--- src/rtl/fc_pkg.sv ---
package fc_pkg;

  typedef enum logic [2:0] {
    FC_NONE  = 3'd0,
    FC_FLUSH = 3'd1,
    FC_LOAD  = 3'd2,
    FC_CHECK = 3'd3,
    FC_CAPT  = 3'd4,
    FC_PATT  = 3'd5
  } fc_cmd_e;

  // strobe vector bit order: [0] flush, [1] load, [2] check, [3] capture, [4] pattern
  localparam int unsigned FC_NCMD = 5;

  function automatic fc_cmd_e fc_pick(input logic [FC_NCMD-1:0] stb, input logic busy);
    fc_cmd_e sel;
    if (stb[0] && !busy)     sel = FC_FLUSH;
    else if (stb[1])         sel = FC_LOAD;
    else if (busy)           sel = FC_NONE;
    else if (stb[2])         sel = FC_CHECK;
    else if (stb[3])         sel = FC_CAPT;
    else if (stb[4])         sel = FC_PATT;
    else                     sel = FC_NONE;
    return sel;
  endfunction

endpackage

--- src/rtl/fc_bx_counter.sv ---
module fc_bx_counter #(
  parameter int unsigned BX_W = 12
) (
  input  logic            clk,
  input  logic            rst_n,
  input  logic            load_en,
  input  logic [BX_W-1:0] load_val,
  output logic [BX_W-1:0] count
);

  logic [BX_W-1:0] cnt_q, cnt_d;

  always_comb begin
    if (load_en) cnt_d = load_val;
    else         cnt_d = cnt_q + 1'b1;
  end

  always_ff @(posedge clk or negedge rst_n) begin
    if (!rst_n) cnt_q <= '0;
    else        cnt_q <= cnt_d;
  end

  assign count = cnt_q;

endmodule

--- src/rtl/fc_sync_check.sv ---
module fc_sync_check #(
  parameter int unsigned BX_W  = 12,
  parameter int unsigned ERR_W = 8
) (
  input  logic             clk,
  input  logic             rst_n,
  input  logic             check_en,
  input  logic [BX_W-1:0]  bx_now,
  input  logic [BX_W-1:0]  bx_expect,
  input  logic             err_clr,
  output logic [ERR_W-1:0] err_count,
  output logic [BX_W-1:0]  miss_bx
);

  localparam logic [ERR_W-1:0] ERR_MAX = {ERR_W{1'b1}};

  logic             miss;
  logic             err_en, miss_en;
  logic [ERR_W-1:0] err_q, err_d;
  logic [BX_W-1:0]  miss_q;

  always_comb begin
    miss    = check_en && (bx_now != bx_expect);
    miss_en = miss;
    err_en  = err_clr || (miss && (err_q != ERR_MAX));
    err_d   = err_clr ? '0 : err_q + 1'b1;
  end

  always_ff @(posedge clk or negedge rst_n) begin
    if (!rst_n) begin
      err_q  <= '0;
      miss_q <= '0;
    end else begin
      if (err_en)  err_q  <= err_d;
      if (miss_en) miss_q <= bx_now;
    end
  end

  assign err_count = err_q;
  assign miss_bx   = miss_q;

endmodule

--- src/rtl/fc_flush_ctrl.sv ---
module fc_flush_ctrl #(
  parameter int unsigned FLUSH_CYC = 64
) (
  input  logic clk,
  input  logic rst_n,
  input  logic start,
  output logic busy
);

  localparam int unsigned CW = (FLUSH_CYC > 1) ? $clog2(FLUSH_CYC) : 1;
  localparam logic [CW-1:0] LAST = CW'(FLUSH_CYC - 1);

  logic          busy_q, busy_d;
  logic [CW-1:0] left_q, left_d;

  always_comb begin
    busy_d = busy_q;
    left_d = left_q;
    if (start) begin
      busy_d = 1'b1;
      left_d = LAST;
    end else if (busy_q) begin
      if (left_q == '0) busy_d = 1'b0;
      else              left_d = left_q - 1'b1;
    end
  end

  always_ff @(posedge clk or negedge rst_n) begin
    if (!rst_n) begin
      busy_q <= 1'b0;
      left_q <= '0;
    end else begin
      busy_q <= busy_d;
      left_q <= left_d;
    end
  end

  assign busy = busy_q;

endmodule

--- src/rtl/fc_cmd_handler.sv ---
module fc_cmd_handler #(
  parameter int unsigned BX_W      = 12,
  parameter int unsigned ERR_W     = 8,
  parameter int unsigned FLUSH_CYC = 64,
  parameter int unsigned PAT_W     = 16
) (
  input  logic             clk,
  input  logic             rst_n,
  input  logic             cmd_fe_rst,
  input  logic             cmd_bx_rst,
  input  logic             cmd_sync,
  input  logic             cmd_snap,
  input  logic             cmd_cal,
  input  logic [BX_W-1:0]  cfg_bx_offset,
  input  logic [BX_W-1:0]  cfg_sync_expect,
  input  logic             cfg_err_clr,
  input  logic [PAT_W-1:0] cfg_pattern,
  output logic [BX_W-1:0]  bx_count,
  output logic [ERR_W-1:0] err_count,
  output logic [BX_W-1:0]  sync_miss_bx,
  output logic             flush_busy,
  output logic             snap_valid,
  output logic [BX_W-1:0]  snap_bx,
  output logic [ERR_W-1:0] snap_err,
  output logic             pat_sel,
  output logic [PAT_W-1:0] pat_word
);

  import fc_pkg::*;

  // reset: asserted asynchronously, released after two clock edges
  logic [1:0] rst_pipe;
  logic       rst_core_n;

  always_ff @(posedge clk or negedge rst_n) begin
    if (!rst_n) rst_pipe <= 2'b00;
    else        rst_pipe <= {rst_pipe[0], 1'b1};
  end
  assign rst_core_n = rst_pipe[1];

  // command selection
  logic [FC_NCMD-1:0] stb;
  fc_cmd_e            cmd;
  logic               busy;

  always_comb begin
    stb = {cmd_cal, cmd_snap, cmd_sync, cmd_bx_rst, cmd_fe_rst};
    cmd = fc_pick(stb, busy);
  end

  fc_bx_counter #(.BX_W(BX_W)) u_bx (
    .clk      (clk),
    .rst_n    (rst_core_n),
    .load_en  (cmd == FC_LOAD),
    .load_val (cfg_bx_offset),
    .count    (bx_count)
  );

  fc_sync_check #(.BX_W(BX_W), .ERR_W(ERR_W)) u_sync (
    .clk       (clk),
    .rst_n     (rst_core_n),
    .check_en  (cmd == FC_CHECK),
    .bx_now    (bx_count),
    .bx_expect (cfg_sync_expect),
    .err_clr   (cfg_err_clr),
    .err_count (err_count),
    .miss_bx   (sync_miss_bx)
  );

  fc_flush_ctrl #(.FLUSH_CYC(FLUSH_CYC)) u_flush (
    .clk   (clk),
    .rst_n (rst_core_n),
    .start (cmd == FC_FLUSH),
    .busy  (busy)
  );

  assign flush_busy = busy;

  // snapshot and pattern outputs
  logic             capt_en, patt_en;
  logic             snap_v_q;
  logic [BX_W-1:0]  snap_bx_q;
  logic [ERR_W-1:0] snap_err_q;
  logic             pat_q;
  logic [PAT_W-1:0] pat_word_q, pat_word_d;

  always_comb begin
    capt_en    = (cmd == FC_CAPT);
    patt_en    = (cmd == FC_PATT);
    pat_word_d = patt_en ? cfg_pattern : '0;
  end

  always_ff @(posedge clk or negedge rst_core_n) begin
    if (!rst_core_n) begin
      snap_v_q   <= 1'b0;
      snap_bx_q  <= '0;
      snap_err_q <= '0;
      pat_q      <= 1'b0;
      pat_word_q <= '0;
    end else begin
      snap_v_q   <= capt_en;
      pat_q      <= patt_en;
      pat_word_q <= pat_word_d;
      if (capt_en) begin
        snap_bx_q  <= bx_count;
        snap_err_q <= err_count;
      end
    end
  end

  assign snap_valid = snap_v_q;
  assign snap_bx    = snap_bx_q;
  assign snap_err   = snap_err_q;
  assign pat_sel    = pat_q;
  assign pat_word   = pat_word_q;

endmodule

--- config.mk ---
export PLATFORM = sky130hd
export DESIGN_NAME = fc_cmd_handler
export DESIGN_NICKNAME = d
export VERILOG_FILES = /design/src/rtl/fc_pkg.sv /design/src/rtl/fc_bx_counter.sv /design/src/rtl/fc_sync_check.sv /design/src/rtl/fc_flush_ctrl.sv /design/src/rtl/fc_cmd_handler.sv
export SDC_FILE = /design/constraint.sdc
export NUM_CORES = 1
export LEC_CHECK = 0
export ABC_CLOCK_PERIOD_IN_PS = 5600
export BUFFER_PORTS_ARGS = -buffer_cell sky130_fd_sc_hd__buf_2
export CAP_MARGIN = 30
export CORE_UTILIZATION = 23
export CTS_CLUSTER_SIZE = 12
export DETAILED_ROUTE_END_ITERATION = 12
export SLEW_MARGIN = 15
export SYNTH_ARGS = -nofsm -noshare
export SYNTH_HDL_FRONTEND = slang
export SYNTH_SLANG_ARGS = --single-unit
--- constraint.sdc ---
create_clock -name clk -period 5.6 [get_ports clk]
set_clock_uncertainty 0.2 [all_clocks]
set_input_delay 0.28 -clock clk [delete_from_list [all_inputs] [get_ports clk]]
set_output_delay 0.28 -clock clk [all_outputs]
set_load 0.03 [all_outputs]
**Yosys cells after proc, flatten, opt, wreduce, memory -nomap -nowiden**

Cells that the tools add are included.

- ROM bits: 0
- Bits in writable memories: 0
- Input port bits: 48
- Register bits after elaboration: 79
- Memories kept: 0
- Bits in latches: 0

- Reductions and logical operators: 8
- Order comparisons: 0
- Muxes and demuxes: 15
- Equal/unequal tests: 8
- Bitwise operators: 0
- Shift operators: 0
- Add/subtract/negate cells: 3
- Multiply operators: 0
- Div/mod/pow operators: 0

Operator list:

| kind | number |
|---|---|
| 3-bit 2-to-1 mux | 6 |
| 6-bit 2-to-1 mux | 3 |
| 16-bit 2-to-1 mux | 1 |
| 12-bit by 1-bit adder with 12-bit output (second input constant) | 1 |
| 12-bit 2-to-1 mux | 1 |
| 12-bit inequality test | 1 |
| 8-bit by 1-bit adder with 8-bit output (second input constant) | 1 |
| 8-bit 2-to-1 mux | 1 |
| 8-bit inequality test (second input constant) | 1 |
| 3-bit by 2-bit equality test with 1-bit output (second input constant) | 2 |
| 3-bit equality test (second input constant) | 2 |
| 6-bit zero test | 1 |
| 6-bit by 1-bit subtractor with 6-bit output (second input constant) | 1 |
| 3-bit by 1-bit equality test with 1-bit output (second input constant) | 1 |
| 1-bit logical AND | 3 |
| 1-bit 2-to-1 mux | 3 |
| 2-bit by 1-bit inequality test with 1-bit output (second input constant) | 1 |
| 2-bit AND reduction | 1 |
| 2-bit nonzero test | 1 |
| 1-bit zero test | 1 |
| 1-bit logical OR | 1 |

**Longest topological paths before layout**

Gate-level depths: netlist (run 1).

- Depth in word-level cells: 10
- Mapped depth: 7

**By module**

A second synthesis (run 1) with hierarchy kept.

- Cell total of the unflattened synthesis: 287
- Area total of the unflattened synthesis: 3639.7 um^2

Modules (own cells, without submodules):

| module | instances | cells each | area each (um^2) | sequential area each (um^2) |
|---|---|---|---|---|
| fc_cmd_handler | 1 | 88 | 1501.4 | 1001.0 |
| fc_sync_check | 1 | 88 | 1049.8 | 500.5 |
| fc_bx_counter | 1 | 66 | 638.1 | 300.3 |
| fc_flush_ctrl | 1 | 45 | 450.4 | 175.2 |

**Worst setup path after synthesis (run 1)**

Ideal clock, no wire load.

- Path type: register to register
- Start: register u_sync.err_q[0] (netlist: u_sync.err_count[0])
- End: register u_sync.err_q[4] (netlist: u_sync.err_count[4])
- Setup time: 0.128 ns
- Period minus slack after synthesis: 2.091 ns
- Arrival time: 1.764 ns
- Cell stages (with the launch flop): 7
- Buffers on the path: 0
- Required time: 5.272 ns
- Slack: 3.509 ns
- Path through: dfrtp_1 > ha_1 > and3_1 > nand3_1 > nand3_1 > nor3b_1 > mux2_1

- Cells in the longest elaborated chain, start to end: 3

Ends and longest elaborated chain:

| item | line | source |
|---|---|---|
| from (decl) | fc_sync_check.sv:19 | `logic [ERR_W-1:0] err_q, err_d;` |
| from (signal assigned) | fc_sync_check.sv:34 | `if (err_en) err_q <= err_d;` |
| parallel branches: the longest is 3 deep, another holds 8-bit by 1-bit adder with 8-bit output | - |  |

Parallel ways; which one is timed is not known.
A chain may end at the register's enable or synchronous reset.

**Worst setup path after layout (run 1)**

- Start: register u_bx.cnt_q[1] (netlist: u_bx.count[1])
- End: register u_sync.miss_q[11] (netlist: u_sync.miss_bx[11])

- Cells in the longest elaborated chain, start to end: 2

Ends and longest elaborated chain:

| item | line | source |
|---|---|---|
| from (decl) | fc_bx_counter.sv:11 | `logic [BX_W-1:0] cnt_q, cnt_d;` |
| from (signal assigned) | fc_bx_counter.sv:20 | `else cnt_q <= cnt_d;` |
| 12-bit inequality test | fc_sync_check.sv:23 | `miss = check_en && (bx_now != bx_expect);` |
| 1-bit logical AND | fc_sync_check.sv:23 |  |
| to (signal assigned) | fc_sync_check.sv:35 | `if (miss_en) miss_q <= bx_now;` |
| to (decl) | fc_sync_check.sv:20 | `logic [BX_W-1:0] miss_q;` |

No other way between the ends.

==> results of run 1 <==
[cell usage after synthesis (2+ instances only)]
cell                        n
sky130_fd_sc_hd__nand2_1   81
sky130_fd_sc_hd__dfrtp_1   79
sky130_fd_sc_hd__xnor2_1   18
sky130_fd_sc_hd__and2_1    17
sky130_fd_sc_hd__o21ai_0   14
sky130_fd_sc_hd__mux2_4     9
sky130_fd_sc_hd__and3_1     8
sky130_fd_sc_hd__nand3_1    8
sky130_fd_sc_hd__xor2_1     8
sky130_fd_sc_hd__inv_1      7
sky130_fd_sc_hd__buf_2      6
sky130_fd_sc_hd__nand4_1    5
sky130_fd_sc_hd__nor2_1     5
sky130_fd_sc_hd__clkbuf_1   4
sky130_fd_sc_hd__ha_1       4
sky130_fd_sc_hd__mux2_2     4
sky130_fd_sc_hd__a21oi_1    3
sky130_fd_sc_hd__or3_1      3
sky130_fd_sc_hd__buf_6      2
sky130_fd_sc_hd__mux2_1     2
sky130_fd_sc_hd__nor2b_1    2
sky130_fd_sc_hd__o311ai_0   2
sky130_fd_sc_hd__o41ai_1    2
[cell type report]
type	instances	area share, %
clock inverters	5	0.705
well taps	184	4.80
flip-flops and latches	79	41.3
multi-input cells	215	28.7
inverters	7	0.548
clock buffers	11	5.06
repair buffers	148	18.9
[registers in the layout, summed over array words and instances, names as in the netlist]
| signal | count |
|---|---|
| u_sync.miss_bx | 12 |
| pat_word | 16 |
| u_flush.busy | 1 |
| u_flush.left_q | 6 |
| snap_err | 8 |
| rst_pipe | 2 |
| snap_valid | 1 |
| snap_bx | 12 |
| u_sync.err_count | 8 |
| pat_sel | 1 |
| u_bx.count | 12 |
[power by group through the flow]
stage / Sequential [mW] / Combinational (mW) / Clock [mW]
2_1_floorplan: 0.634 / 0.0415 / 0
4_1_cts: 0.610 / 0.120 / 0.565
3_5_place_dp: 0.620 / 0.105 / 0
6_report: 0.609 / 0.119 / 0.548
5_1_grt: 0.612 / 0.130 / 0.582
3_3_place_gp: 0.625 / 0.0953 / 0
[cell families (layout without fill, tap and decap cells)]
family	count (synthesis)	after routing
adders and majority gates	4	4
and+or+nand+nor	142	142
DFF	79	79
buffers and inverters	20	171
xor gates and xnor gates	26	26
other	1	1
AOI/OAI and AO/OA	26	26
muxes	16	16
[worst paths after layout]
kind | from | endpoint | slack [ps] | cells after the start
max | u_bx.count[1] | u_sync.miss_bx[11] | 3140 | 5
min | cfg_bx_offset[10] | u_bx.count[10] | 30 | 3
max reg2reg | u_bx.count[1] | u_sync.miss_bx[11] | 3140 | 5
min reg2reg | rst_pipe[1] | u_sync.miss_bx[5] | 70 | 0
max in group asynchronous | rst_pipe[1] | u_flush.left_q[3] | 4550 | 1
min in group asynchronous | rst_n | rst_pipe[1] | 50 | 2
[timing repair]
| action | 4_1_cts | 5_1_grt |
|---|---|---|
| hold buffers | 28 | 0 |
| resized for setup | 0 | 0 |
| endpoints found under the hold margin | 29 | 0 |
| setup endpoints to repair | 0 | 0 |
[tightest hold or removal path, stage by stage]
cell and delay (ps):
sky130_fd_sc_hd__buf_2 80, sky130_fd_sc_hd__nand2_1 70, sky130_fd_sc_hd__o21ai_0 90
[layer usage]
| layer | GRT usage, % | vias up | routed length [um] |
|---|---|---|---|
| li1 | - | 1333 | - |
| met1 | 14.0 | 1336 | 3790 |
| met2 | 21.8 | 77 | 4790 |
| met3 | 4.47 | 13 | 715 |
| met4 | 5.30 | 2 | 183 |
| met5 | 0 | - | 14 |
[through the flow]
stage / instance area [um^2] / setup slack, ps / util [%] / power, mW / std cells
floorplan: 3470 / 3040 / - / 0.675 / 314
global placement: 4210 / 3160 / 28.8 / 0.721 / 604
detailed placement: 4240 / 3120 / 28.9 / 0.725 / 605
CTS: 4790 / 3120 / 32.7 / 1.29 / 649
global route: 4790 / 2950 / 32.7 / 1.32 / 649
finish: 4790 / 3140 / 32.7 / 1.28 / 649
==> impl_metrics.prom, run 1 <==
# TYPE chip_impl_metric gauge
chip_impl_metric{name="hpwlAfterDp",unit="um"} 6890
chip_impl_metric{name="max-slew-margin-rel",unit="%"} 51.6
chip_impl_info{name="failed_checks",value="DRC"} 1
chip_impl_metric{name="multiInputGateArea",unit="um^2"} 1380
chip_impl_metric{name="final_nets",unit=""} 512
chip_impl_metric{name="p_per_area",unit="nW/um^2"} 266
chip_impl_info{name="critPathLaunchType",value="register"} 1
chip_impl_metric{name="area_fraction_of_the_dominant_cell_type_after_synthesis",unit="%"} 57.0
chip_impl_info{name="worst-setup-path-type",value="register to register"} 1
chip_impl_metric{name="syn-num-nets",unit=""} 366
chip_impl_metric{name="internal_power",unit="mW"} 0.948
chip_impl_metric{name="final.fill_count",unit=""} 1492
chip_impl_metric{name="clk_latency",unit="ps"} 330
chip_impl_metric{name="number_of_synthesized_flops_with_an_enable_pin",unit=""} 0
chip_impl_metric{name="post-cts-setup-buffers",unit=""} 0
chip_impl_metric{name="floorplan.core_area",unit="um^2"} 14600
chip_impl_metric{name="finalCritPeriodShare",unit="%"} 44.0
chip_impl_metric{name="drt_first_pass_iters",unit=""} 10
chip_impl_metric{name="irDropWorstVdd",unit="mV"} 0.113
chip_impl_metric{name="syn-instance-count",unit=""} 314
chip_impl_metric{name="cts.htree.levels",unit=""} 3
chip_impl_metric{name="place_congestion",unit=""} 0.858
chip_impl_metric{name="wire_per_inst",unit="um"} 14.6
chip_impl_metric{name="ys_warn_count",unit=""} 0
chip_impl_metric{name="maxCapViolations",unit=""} 0
chip_impl_metric{name="postSynthAreaPerCell",unit="um^2"} 11.0
chip_impl_info{name="hp-class",value="input port to register"} 1
chip_impl_metric{name="yosysUniqueCellTypes",unit=""} 44
chip_impl_metric{name="die_height",unit="um"} 125
chip_impl_metric{name="synth_adder_area_share",unit="%"} 1.44
chip_impl_metric{name="power.static_leakage",unit="nW"} 2.55
chip_impl_metric{name="synth_compound_area_share",unit="%"} 4.69
chip_impl_info{name="cts.root.buffer_cell",value="sky130_fd_sc_hd__clkbuf_16"} 1
chip_impl_info{name="layout_common_cells",value="sky130_fd_sc_hd__buf_2, sky130_fd_sc_hd__nand2_1, sky130_fd_sc_hd__dfrtp_1, sky130_fd_sc_hd__dlygate4sd3_1, sky130_fd_sc_hd__xnor2_1"} 1
chip_impl_metric{name="drive_gt1_share",unit="%"} 33.8
chip_impl_metric{name="timing.final.hold_violations",unit=""} 0
chip_impl_metric{name="max_freq",unit="MHz"} 406
chip_impl_metric{name="post_synth_mux_area_share",unit="%"} 6.14
chip_impl_metric{name="die-area",unit="um^2"} 15600
chip_impl_metric{name="final_max_slew_viol_count",unit=""} 0
chip_impl_info{name="cts_tree",value="built"} 1
chip_impl_metric{name="synthSimpleGateAreaFrac",unit="%"} 20.7
chip_impl_info{name="synth_largest_area_cell",value="sky130_fd_sc_hd__dfrtp_1"} 1
chip_impl_info{name="rsz0062_at_grt",value="false"} 1
chip_impl_metric{name="synthesis.area",unit="um^2"} 3470
chip_impl_info{name="final_common_cell",value="sky130_fd_sc_hd__buf_2"} 1
chip_impl_info{name="yosys-top-cells-area",value="sky130_fd_sc_hd__dfrtp_1, sky130_fd_sc_hd__nand2_1, sky130_fd_sc_hd__xnor2_1, sky130_fd_sc_hd__mux2_4, sky130_fd_sc_hd__and2_1"} 1
chip_impl_metric{name="path_buf_inv",unit=""} 0
chip_impl_metric{name="die_width",unit="um"} 125
chip_impl_metric{name="start_util",unit="%"} 23.7
chip_impl_metric{name="cts-buffers-inserted",unit=""} 9
chip_impl_metric{name="postRouteAntennaNets",unit=""} 0
chip_impl_metric{name="grt_start_max_net_pins",unit=""} 50
chip_impl_metric{name="ios",unit=""} 119
chip_impl_info{name="timing.critical_path.cells",value="xnor2_1 -> nand4_1 -> nor3_2 -> nand3b_4 -> mux2_2"} 1
chip_impl_metric{name="total_of_flip_flops_plus_latches_after_synthesis",unit=""} 79
chip_impl_metric{name="min_period",unit="ps"} 2460
chip_impl_metric{name="area_delta_synth_final",unit="%"} 38.3
chip_impl_info{name="endpoint_kind",value="register"} 1
chip_impl_info{name="synth_top_family_by_area",value="simple AND/OR/NAND/NOR gates"} 1
chip_impl_metric{name="yosysSeqAreaShare",unit="%"} 57.0
chip_impl_metric{name="final_setup_violation_count",unit=""} 0
chip_impl_info{name="crit_family",value="simple AND/OR/NAND/NOR gates"} 1
chip_impl_metric{name="route.vias.total",unit=""} 2761
chip_impl_metric{name="clockBufferDepth",unit=""} 2
chip_impl_metric{name="antenna-diode-count",unit=""} 0
chip_impl_metric{name="timing.critical_path.arrival",unit="ps"} 2480
chip_impl_metric{name="grt_pass1_vias",unit=""} 2842
chip_impl_metric{name="power.share.switching",unit="%"} 25.7
chip_impl_metric{name="overflow",unit=""} 0
chip_impl_metric{name="power.net_switching",unit="mW"} 0.328
chip_impl_metric{name="seq_power_share",unit="%"} 47.7
chip_impl_metric{name="placementRows",unit=""} 44
chip_impl_metric{name="crit_path_max_fanout",unit=""} 13
chip_impl_info{name="outcome",value="complete, but fails checks"} 1
chip_impl_metric{name="synth_xor_area_share",unit="%"} 6.57
chip_impl_metric{name="clkTransAtPathRegs",unit="ps"} 60
chip_impl_metric{name="route.final.wire_length",unit="um"} 9490
chip_impl_metric{name="post_synth_arst_share",unit="%"} 100
chip_impl_metric{name="vias_per_cell",unit=""} 4.25
chip_impl_metric{name="p_clk_share",unit="%"} 42.9
chip_impl_metric{name="summed_negative_setup_slack_over_all_endpoints",unit="ps"} 0
chip_impl_metric{name="grt_pass1_wl",unit="um"} 15000
chip_impl_metric{name="timing.critical_path.slowest_cell_delay",unit="ps"} 550
chip_impl_metric{name="timing.hold.ws",unit="ps"} 29.0
chip_impl_metric{name="cp.required",unit="ps"} 5620
chip_impl_metric{name="placement.io_buffers",unit=""} 118
chip_impl_metric{name="sequential_cell_area",unit="um^2"} 1980
chip_impl_metric{name="antenna_found_initial",unit=""} 1
chip_impl_info{name="slowest_stage",value="sky130_fd_sc_hd__nor3_2"} 1
chip_impl_metric{name="max_slew.worst_pin.slew",unit="ps"} 727
chip_impl_metric{name="comb_power_share",unit="%"} 9.3
chip_impl_metric{name="track_usage",unit="%"} 12.6
chip_impl_metric{name="drtIter0Drc",unit=""} 119
chip_impl_metric{name="clock_sink_count",unit=""} 79
chip_impl_metric{name="drc_violation_count_after_routing",unit=""} 10
chip_impl_info{name="synthFlopType",value="sky130_fd_sc_hd__dfrtp_1"} 1
Power figures use the tool's default switching activity.
==> run 2, diff against run 1 <==
--- a/config.mk
+++ b/config.mk
@@ -5,7 +5,7 @@
 export SDC_FILE = /design/constraint.sdc
 export NUM_CORES = 1
 export LEC_CHECK = 0
-export ABC_CLOCK_PERIOD_IN_PS = 5600
+export ABC_CLOCK_PERIOD_IN_PS = 2300
 export BUFFER_PORTS_ARGS = -buffer_cell sky130_fd_sc_hd__buf_2
 export CAP_MARGIN = 30
 export CORE_UTILIZATION = 23
==> constraint.sdc (replaced) <==
create_clock -name clk -period 2.3 [get_ports clk]
set_clock_uncertainty 0.2 [all_clocks]
set_input_delay 0.115 -clock clk [delete_from_list [all_inputs] [get_ports clk]]
set_output_delay 0.115 -clock clk [all_outputs]
set_load 0.03 [all_outputs]
==> run 2 against run 1 <==
  * The run still ends with DRC left
  * Clock-buffer cell count increased by 1
  * Routed wire length increased by 2.2%
  * Clock power increased by 130%
  * Utilization increased by 0.46 points
  * Critical path depth increased by 1
  * Final cell count increased by 1.7%
  * Sequential power increased by 140%
  * Via count increased by 1.4%
  * First-iteration DRC count increased by 15%
  * Final area increased by 1.4%
  * Critical endpoint is now u_sync.err_count[4]
  * Largest cell class unchanged
  * Largest power group unchanged
==> impl_metrics.prom, run 2 (same netlist as run 1, synthesis figures left out) <==
# TYPE chip_impl_metric gauge
chip_impl_metric{name="internal_power",unit="mW"} 2.29
chip_impl_metric{name="power.net_switching",unit="mW"} 0.771
chip_impl_metric{name="drtIter0Drc",unit=""} 137
chip_impl_metric{name="detailed_place.area",unit="um^2"} 4280
chip_impl_metric{name="clkTransAtPathRegs",unit="ps"} 60
chip_impl_metric{name="r2r.worst_path.cells",unit=""} 6
chip_impl_metric{name="cts.repair.resized",unit=""} 0
chip_impl_metric{name="crit_path_max_fanout",unit=""} 6
chip_impl_info{name="cts.root.buffer_cell",value="sky130_fd_sc_hd__clkbuf_16"} 1
chip_impl_metric{name="total_power",unit="mW"} 3.06
chip_impl_metric{name="cts-buffers-inserted",unit=""} 9
chip_impl_metric{name="timing.hold.ws",unit="ps"} 1.41
chip_impl_metric{name="clock_sink_count",unit=""} 79
chip_impl_metric{name="start_util",unit="%"} 23.7
chip_impl_metric{name="p_clk_share",unit="%"} 41.7
chip_impl_metric{name="wire_per_inst",unit="um"} 14.7
chip_impl_metric{name="grt_pass1_wl",unit="um"} 15500
chip_impl_metric{name="place_congestion",unit=""} 0.843
chip_impl_info{name="layout_common_cells",value="sky130_fd_sc_hd__buf_2, sky130_fd_sc_hd__nand2_1, sky130_fd_sc_hd__dfrtp_1, sky130_fd_sc_hd__dlygate4sd3_1, sky130_fd_sc_hd__xnor2_1"} 1
chip_impl_metric{name="drive_gt1_share",unit="%"} 34.0
chip_impl_metric{name="route.vias.total",unit=""} 2800
chip_impl_metric{name="track_usage",unit="%"} 12.9
chip_impl_metric{name="final_setup_violation_count",unit=""} 0
chip_impl_metric{name="drc_violation_count_after_routing",unit=""} 8
chip_impl_metric{name="ios",unit=""} 119
chip_impl_metric{name="detailedPlace.worstSlack",unit="ps"} 245
chip_impl_info{name="crit_family",value="simple AND/OR/NAND/NOR gates"} 1
chip_impl_info{name="worst-setup-path-type",value="register to register"} 1
chip_impl_info{name="critical_path.reg2reg.startpoint",value="u_sync.err_count[0]"} 1
chip_impl_metric{name="die_height",unit="um"} 125
chip_impl_metric{name="maxCapViolations",unit=""} 0
chip_impl_metric{name="min_period",unit="ps"} 2060
chip_impl_info{name="outcome",value="complete, but fails checks"} 1
chip_impl_metric{name="power.static_leakage",unit="nW"} 2.59
chip_impl_metric{name="floorplan.core_area",unit="um^2"} 14600
chip_impl_metric{name="clockBufferDepth",unit=""} 2
chip_impl_metric{name="timing.critical_path.slowest_cell_delay",unit="ps"} 420
chip_impl_metric{name="antenna-diode-count",unit=""} 0
chip_impl_metric{name="timing.critical_path.arrival",unit="ps"} 2070
chip_impl_info{name="timing.critical_path.cells",value="ha_1 -> and3_1 -> nand3_1 -> nand3_1 -> nor3b_1 -> mux2_1"} 1
chip_impl_metric{name="seq_power_share",unit="%"} 48.1
chip_impl_metric{name="die-area",unit="um^2"} 15600
chip_impl_info{name="critical_path.reg2reg.endpoint",value="u_sync.err_count[4]"} 1
chip_impl_info{name="failed_checks",value="DRC"} 1
chip_impl_info{name="hp-class",value="input port to register"} 1
chip_impl_info{name="timing.critical_path.from",value="u_sync.err_count[0]"} 1
chip_impl_metric{name="reg2reg_setup_slack",unit="ps"} 240
chip_impl_metric{name="final_nets",unit=""} 523
chip_impl_metric{name="post-cts-setup-buffers",unit=""} 0
chip_impl_metric{name="finish.utilization",unit="%"} 33.2
chip_impl_info{name="cts_tree",value="built"} 1
chip_impl_metric{name="power.share.switching",unit="%"} 25.2
chip_impl_metric{name="path_buf_inv",unit=""} 0
chip_impl_metric{name="final.fill_count",unit=""} 1502
chip_impl_metric{name="finalCritPeriodShare",unit="%"} 89.6
chip_impl_metric{name="irDropWorstVdd",unit="mV"} 0.331
chip_impl_metric{name="area_delta_synth_final",unit="%"} 40.3
chip_impl_metric{name="die_width",unit="um"} 125
chip_impl_metric{name="vias_per_cell",unit=""} 4.24
chip_impl_metric{name="worst-path-stages",unit=""} 6
chip_impl_metric{name="p_per_area",unit="nW/um^2"} 629
chip_impl_metric{name="largest_register_ffs",unit=""} 16
chip_impl_metric{name="timing.final.hold_violations",unit=""} 0
chip_impl_metric{name="clk_latency",unit="ps"} 330
chip_impl_info{name="slowest_stage",value="sky130_fd_sc_hd__dfrtp_1"} 1
chip_impl_metric{name="final_max_slew_viol_count",unit=""} 0
chip_impl_info{name="rsz0062_at_grt",value="false"} 1
chip_impl_metric{name="drt_first_pass_iters",unit=""} 8
chip_impl_info{name="timing.critical_path.to",value="u_sync.err_count[4]"} 1
chip_impl_metric{name="summed_negative_setup_slack_over_all_endpoints",unit="ps"} 0
chip_impl_metric{name="placement.io_buffers",unit=""} 118
chip_impl_info{name="path_common_cell",value="sky130_fd_sc_hd__nand3_1"} 1
chip_impl_metric{name="route.final.wire_length",unit="um"} 9700
chip_impl_metric{name="cts.htree.levels",unit=""} 3
chip_impl_metric{name="overflow",unit=""} 0
chip_impl_info{name="critPathLaunchType",value="register"} 1
chip_impl_info{name="endpoint_kind",value="register"} 1
chip_impl_metric{name="max_freq",unit="MHz"} 485
chip_impl_metric{name="hpwlAfterDp",unit="um"} 7260
chip_impl_metric{name="comb_power_share",unit="%"} 10.2
chip_impl_info{name="final_common_cell",value="sky130_fd_sc_hd__buf_2"} 1
chip_impl_metric{name="fin_area",unit="um^2"} 4860
chip_impl_metric{name="placementRows",unit=""} 44
chip_impl_metric{name="post_layout_cell_count",unit=""} 660
chip_impl_metric{name="antenna_found_initial",unit=""} 0
chip_impl_metric{name="postRouteAntennaNets",unit=""} 0
chip_impl_metric{name="place_inst",unit=""} 612
chip_impl_metric{name="final_worst_setup_slack",unit="ps"} 240
chip_impl_metric{name="grt_pass1_vias",unit=""} 2944
chip_impl_metric{name="cp.required",unit="ps"} 2310
chip_impl_metric{name="grt_start_max_net_pins",unit=""} 33
-- run 2: power by group through the flow --
stage                     clock (mW)  combinational (mW)  sequential [mW]
after global routing            1.37               0.342             1.48
after floorplan                    0               0.101             1.54
after global placement             0               0.274             1.49
after CTS                       1.31               0.318             1.47
final                           1.27               0.313             1.47
after detailed placement           0               0.275             1.50
-- run 2: area by class of cell --
type / instances / area, um^2 / area share, %
clock buffer: 12 / 236 / 4.86
clock inverter: 4 / 22.5 / 0.463
inverter: 7 / 26.3 / 0.540
multi-input combinational: 215 / 1380 / 28.3
sequential: 79 / 1980 / 40.7
tap: 184 / 230 / 4.73
timing repair buffer: 159 / 991 / 20.4
-- run 2: worst min path at each step --
stage                              to  startpoint  slack (ps)  depth (start not counted)
global route        u_flush.left_q[4]  cmd_fe_rst          20                          3
CTS                 u_flush.left_q[4]  cmd_fe_rst         0.6                          3
floorplan                 rst_pipe[0]       rst_n        -380                          0
finish              u_flush.left_q[4]  cmd_fe_rst           1                          3
global placement          rst_pipe[0]       rst_n        -300                          1
detailed placement        rst_pipe[0]       rst_n        -300                          1
-- run 2: repair_timing --
action                     CTS  global route
hold endpoints to repair    35             0
setup endpoints to repair    0             0
hold buffers                32             0
-- run 2: per-layer routing --
layer | vias to the layer above | wire (um) | global-route usage, %
met5 | - | 0 | 0
met4 | 0 | 239 | 5.66
met3 | 16 | 767 | 4.51
met2 | 96 | 4790 | 21.5
met1 | 1329 | 3910 | 14.9
li1 | 1359 | - | -
-- run 2: tightest hold or removal path, delay by kind of cell --
family | cells | cell delay [ps]
simple gates | 2 | 270
buf+inv | 1 | 110
==> run 3, diff against run 2 <==
--- a/config.mk
+++ b/config.mk
@@ -11,6 +11,7 @@
 export CORE_UTILIZATION = 23
 export CTS_CLUSTER_SIZE = 12
 export DETAILED_ROUTE_END_ITERATION = 12
+export MAX_ROUTING_LAYER = met4
 export SLEW_MARGIN = 15
 export SYNTH_ARGS = -nofsm -noshare
 export SYNTH_HDL_FRONTEND = slang
==> run 3 against run 2 <==
  * The flow finishes with violations (DRC, hold timing)
  * Critical path depth unchanged
  * Register-to-register slack is essentially flat
  * Total power up 0.15%
  * Maximum frequency shrank 0.13%
  * Clock-buffer cell count stayed put
  * Critical endpoint unchanged
  * Largest cell class unchanged
==> impl_metrics.prom, run 3 (same netlist as run 1, synthesis figures left out) <==
# TYPE chip_impl_metric gauge
chip_impl_metric{name="final_nets",unit=""} 523
chip_impl_info{name="endpoint_kind",value="register"} 1
chip_impl_metric{name="maxCapViolations",unit=""} 0
chip_impl_metric{name="crit_path_max_fanout",unit=""} 6
chip_impl_metric{name="min_period",unit="ps"} 2060
chip_impl_metric{name="postRouteAntennaNets",unit=""} 0
chip_impl_metric{name="cts-buffers-inserted",unit=""} 9
chip_impl_metric{name="post-cts-setup-buffers",unit=""} 0
chip_impl_metric{name="area_delta_synth_final",unit="%"} 40.3
chip_impl_info{name="timing.critical_path.to",value="u_sync.err_count[4]"} 1
chip_impl_metric{name="clock_sink_count",unit=""} 79
chip_impl_info{name="failed_checks",value="DRC, hold timing"} 1
chip_impl_metric{name="ios",unit=""} 119
chip_impl_metric{name="finalCritPeriodShare",unit="%"} 89.7
chip_impl_metric{name="clkTransAtPathRegs",unit="ps"} 60
chip_impl_info{name="rsz0062_at_grt",value="false"} 1
chip_impl_metric{name="timing.hold.ws",unit="ps"} -2.39
chip_impl_info{name="cts.root.buffer_cell",value="sky130_fd_sc_hd__clkbuf_16"} 1
chip_impl_info{name="timing.critical_path.from",value="u_sync.err_count[0]"} 1
chip_impl_metric{name="r2r.worst_path.cells",unit=""} 6
chip_impl_metric{name="p_per_area",unit="nW/um^2"} 630
chip_impl_metric{name="drive_gt1_share",unit="%"} 34.0
chip_impl_metric{name="hpwlAfterDp",unit="um"} 7260
chip_impl_metric{name="reg2reg_setup_slack",unit="ps"} 240
chip_impl_info{name="critical_path.reg2reg.endpoint",value="u_sync.err_count[4]"} 1
chip_impl_metric{name="grtUsageMet2",unit="%"} 21.7
chip_impl_metric{name="max_freq",unit="MHz"} 485
chip_impl_metric{name="largest_register_ffs",unit=""} 16
chip_impl_metric{name="timing.critical_path.arrival",unit="ps"} 2080
chip_impl_info{name="layout_common_cells",value="sky130_fd_sc_hd__buf_2, sky130_fd_sc_hd__nand2_1, sky130_fd_sc_hd__dfrtp_1, sky130_fd_sc_hd__dlygate4sd3_1, sky130_fd_sc_hd__xnor2_1"} 1
chip_impl_metric{name="die-area",unit="um^2"} 15600
chip_impl_metric{name="cts.htree.levels",unit=""} 3
chip_impl_metric{name="vias_per_cell",unit=""} 4.25
chip_impl_metric{name="final_setup_violation_count",unit=""} 0
chip_impl_metric{name="placement.io_buffers",unit=""} 118
chip_impl_metric{name="drtIter0Drc",unit=""} 139
chip_impl_metric{name="die_height",unit="um"} 125
chip_impl_metric{name="drt_first_pass_iters",unit=""} 8
chip_impl_info{name="outcome",value="complete, but fails checks"} 1
chip_impl_info{name="worst-setup-path-type",value="register to register"} 1
chip_impl_metric{name="placementRows",unit=""} 44
chip_impl_metric{name="irDropWorstVdd",unit="mV"} 0.331
chip_impl_metric{name="clockBufferDepth",unit=""} 2
chip_impl_info{name="hp-class",value="input port to register"} 1
chip_impl_metric{name="drc_violation_count_after_routing",unit=""} 8
chip_impl_metric{name="route.vias.total",unit=""} 2806
chip_impl_metric{name="grt_pass1_vias",unit=""} 2945
chip_impl_metric{name="grt_util_met1",unit="%"} 15.0
chip_impl_metric{name="grt_pass1_wl",unit="um"} 15500
chip_impl_metric{name="floorplan.core_area",unit="um^2"} 14600
chip_impl_metric{name="cp.required",unit="ps"} 2320
chip_impl_metric{name="final_max_slew_viol_count",unit=""} 0
chip_impl_metric{name="grt_start_max_net_pins",unit=""} 33
chip_impl_metric{name="timing.final.hold_violations",unit=""} 1
chip_impl_metric{name="clk_latency",unit="ps"} 330
chip_impl_info{name="final_common_cell",value="sky130_fd_sc_hd__buf_2"} 1
chip_impl_metric{name="track_usage",unit="%"} 13.3
chip_impl_metric{name="place_congestion",unit=""} 0.856
chip_impl_info{name="grt_busiest_layer",value="met2"} 1
chip_impl_metric{name="global_route.usage.met3",unit="%"} 4.30
chip_impl_info{name="critPathLaunchType",value="register"} 1
chip_impl_metric{name="summed_negative_setup_slack_over_all_endpoints",unit="ps"} 0
chip_impl_metric{name="antenna-diode-count",unit=""} 0
chip_impl_metric{name="overflow",unit=""} 0
chip_impl_info{name="critical_path.reg2reg.startpoint",value="u_sync.err_count[0]"} 1
chip_impl_metric{name="start_util",unit="%"} 23.7
chip_impl_metric{name="route.final.wire_length",unit="um"} 9740
chip_impl_metric{name="wire_per_inst",unit="um"} 14.8
chip_impl_metric{name="finish.utilization",unit="%"} 33.2
chip_impl_info{name="cts_tree",value="built"} 1
chip_impl_metric{name="power.static_leakage",unit="nW"} 2.59
chip_impl_metric{name="antenna_found_initial",unit=""} 0
chip_impl_metric{name="die_width",unit="um"} 125
run 3: cell counts in the layout (fill, tap and decap cells not counted):
Identical to the previous run, type by type.
run 3: worst min path at each step:
stage                    start                end  slack [ps]  depth (start not counted)
global route        cmd_fe_rst  u_flush.left_q[4]          20                          3
CTS                 cmd_fe_rst  u_flush.left_q[4]         0.6                          3
floorplan                rst_n        rst_pipe[0]        -380                          0
global placement         rst_n        rst_pipe[0]        -300                          1
detailed placement       rst_n        rst_pipe[0]        -300                          1
finish              cmd_fe_rst  u_flush.left_q[4]          -2                          3
run 3: cell type report:
type | instances | area [um^2]
sequential | 79 | 1980
clock inverter | 4 | 22.5
clock buffer | 12 | 236
tap | 184 | 230
multi-input combinational | 215 | 1380
timing repair buffer | 159 | 991
inverter | 7 | 26.3
fill | 1502 | 9780
run 3: through the flow:
| stage | area (um^2) | setup slack [ps] | cells | power [mW] |
|---|---|---|---|---|
| after floorplan | 3470 | 209 | 314 | 1.64 |
| after global placement | 4280 | 295 | 612 | 1.77 |
| after detailed placement | 4280 | 245 | 612 | 1.77 |
| after CTS | 4860 | 240 | 660 | 3.11 |
| after global routing | 4860 | 56.8 | 660 | 3.19 |
| final | 4860 | 237 | 660 | 3.06 |
run 3: per-layer routing:
| layer | wire (um) | vias up | share of wire (%) |
|---|---|---|---|
| met5 | 0 | - | 0 |
| met4 | 290 | 0 | 3.0 |
| met3 | 811 | 20 | 8.3 |
| met2 | 4760 | 103 | 49 |
| met1 | 3880 | 1328 | 40 |
| li1 | - | 1355 | - |
run 3: critical path, stage by stage (launching register included):
cell and delay (ps):
sky130_fd_sc_hd__dfrtp_1 420, sky130_fd_sc_hd__ha_1 230, sky130_fd_sc_hd__and3_1 210, sky130_fd_sc_hd__nand3_1 170
sky130_fd_sc_hd__nand3_1 140, sky130_fd_sc_hd__nor3b_1 240, sky130_fd_sc_hd__mux2_1 340
run 3: where the power goes:
part,switching (mW),internal (mW)
clock,0.552,0.726
combinational,0.169,0.145
sequential,0.0549,1.42
run 3: timing repair:
action	4_1_cts	5_1_grt
setup endpoints to repair	0	0
gates resized for setup	0	0
endpoints found under the hold margin	35	0
hold buffers	32	0
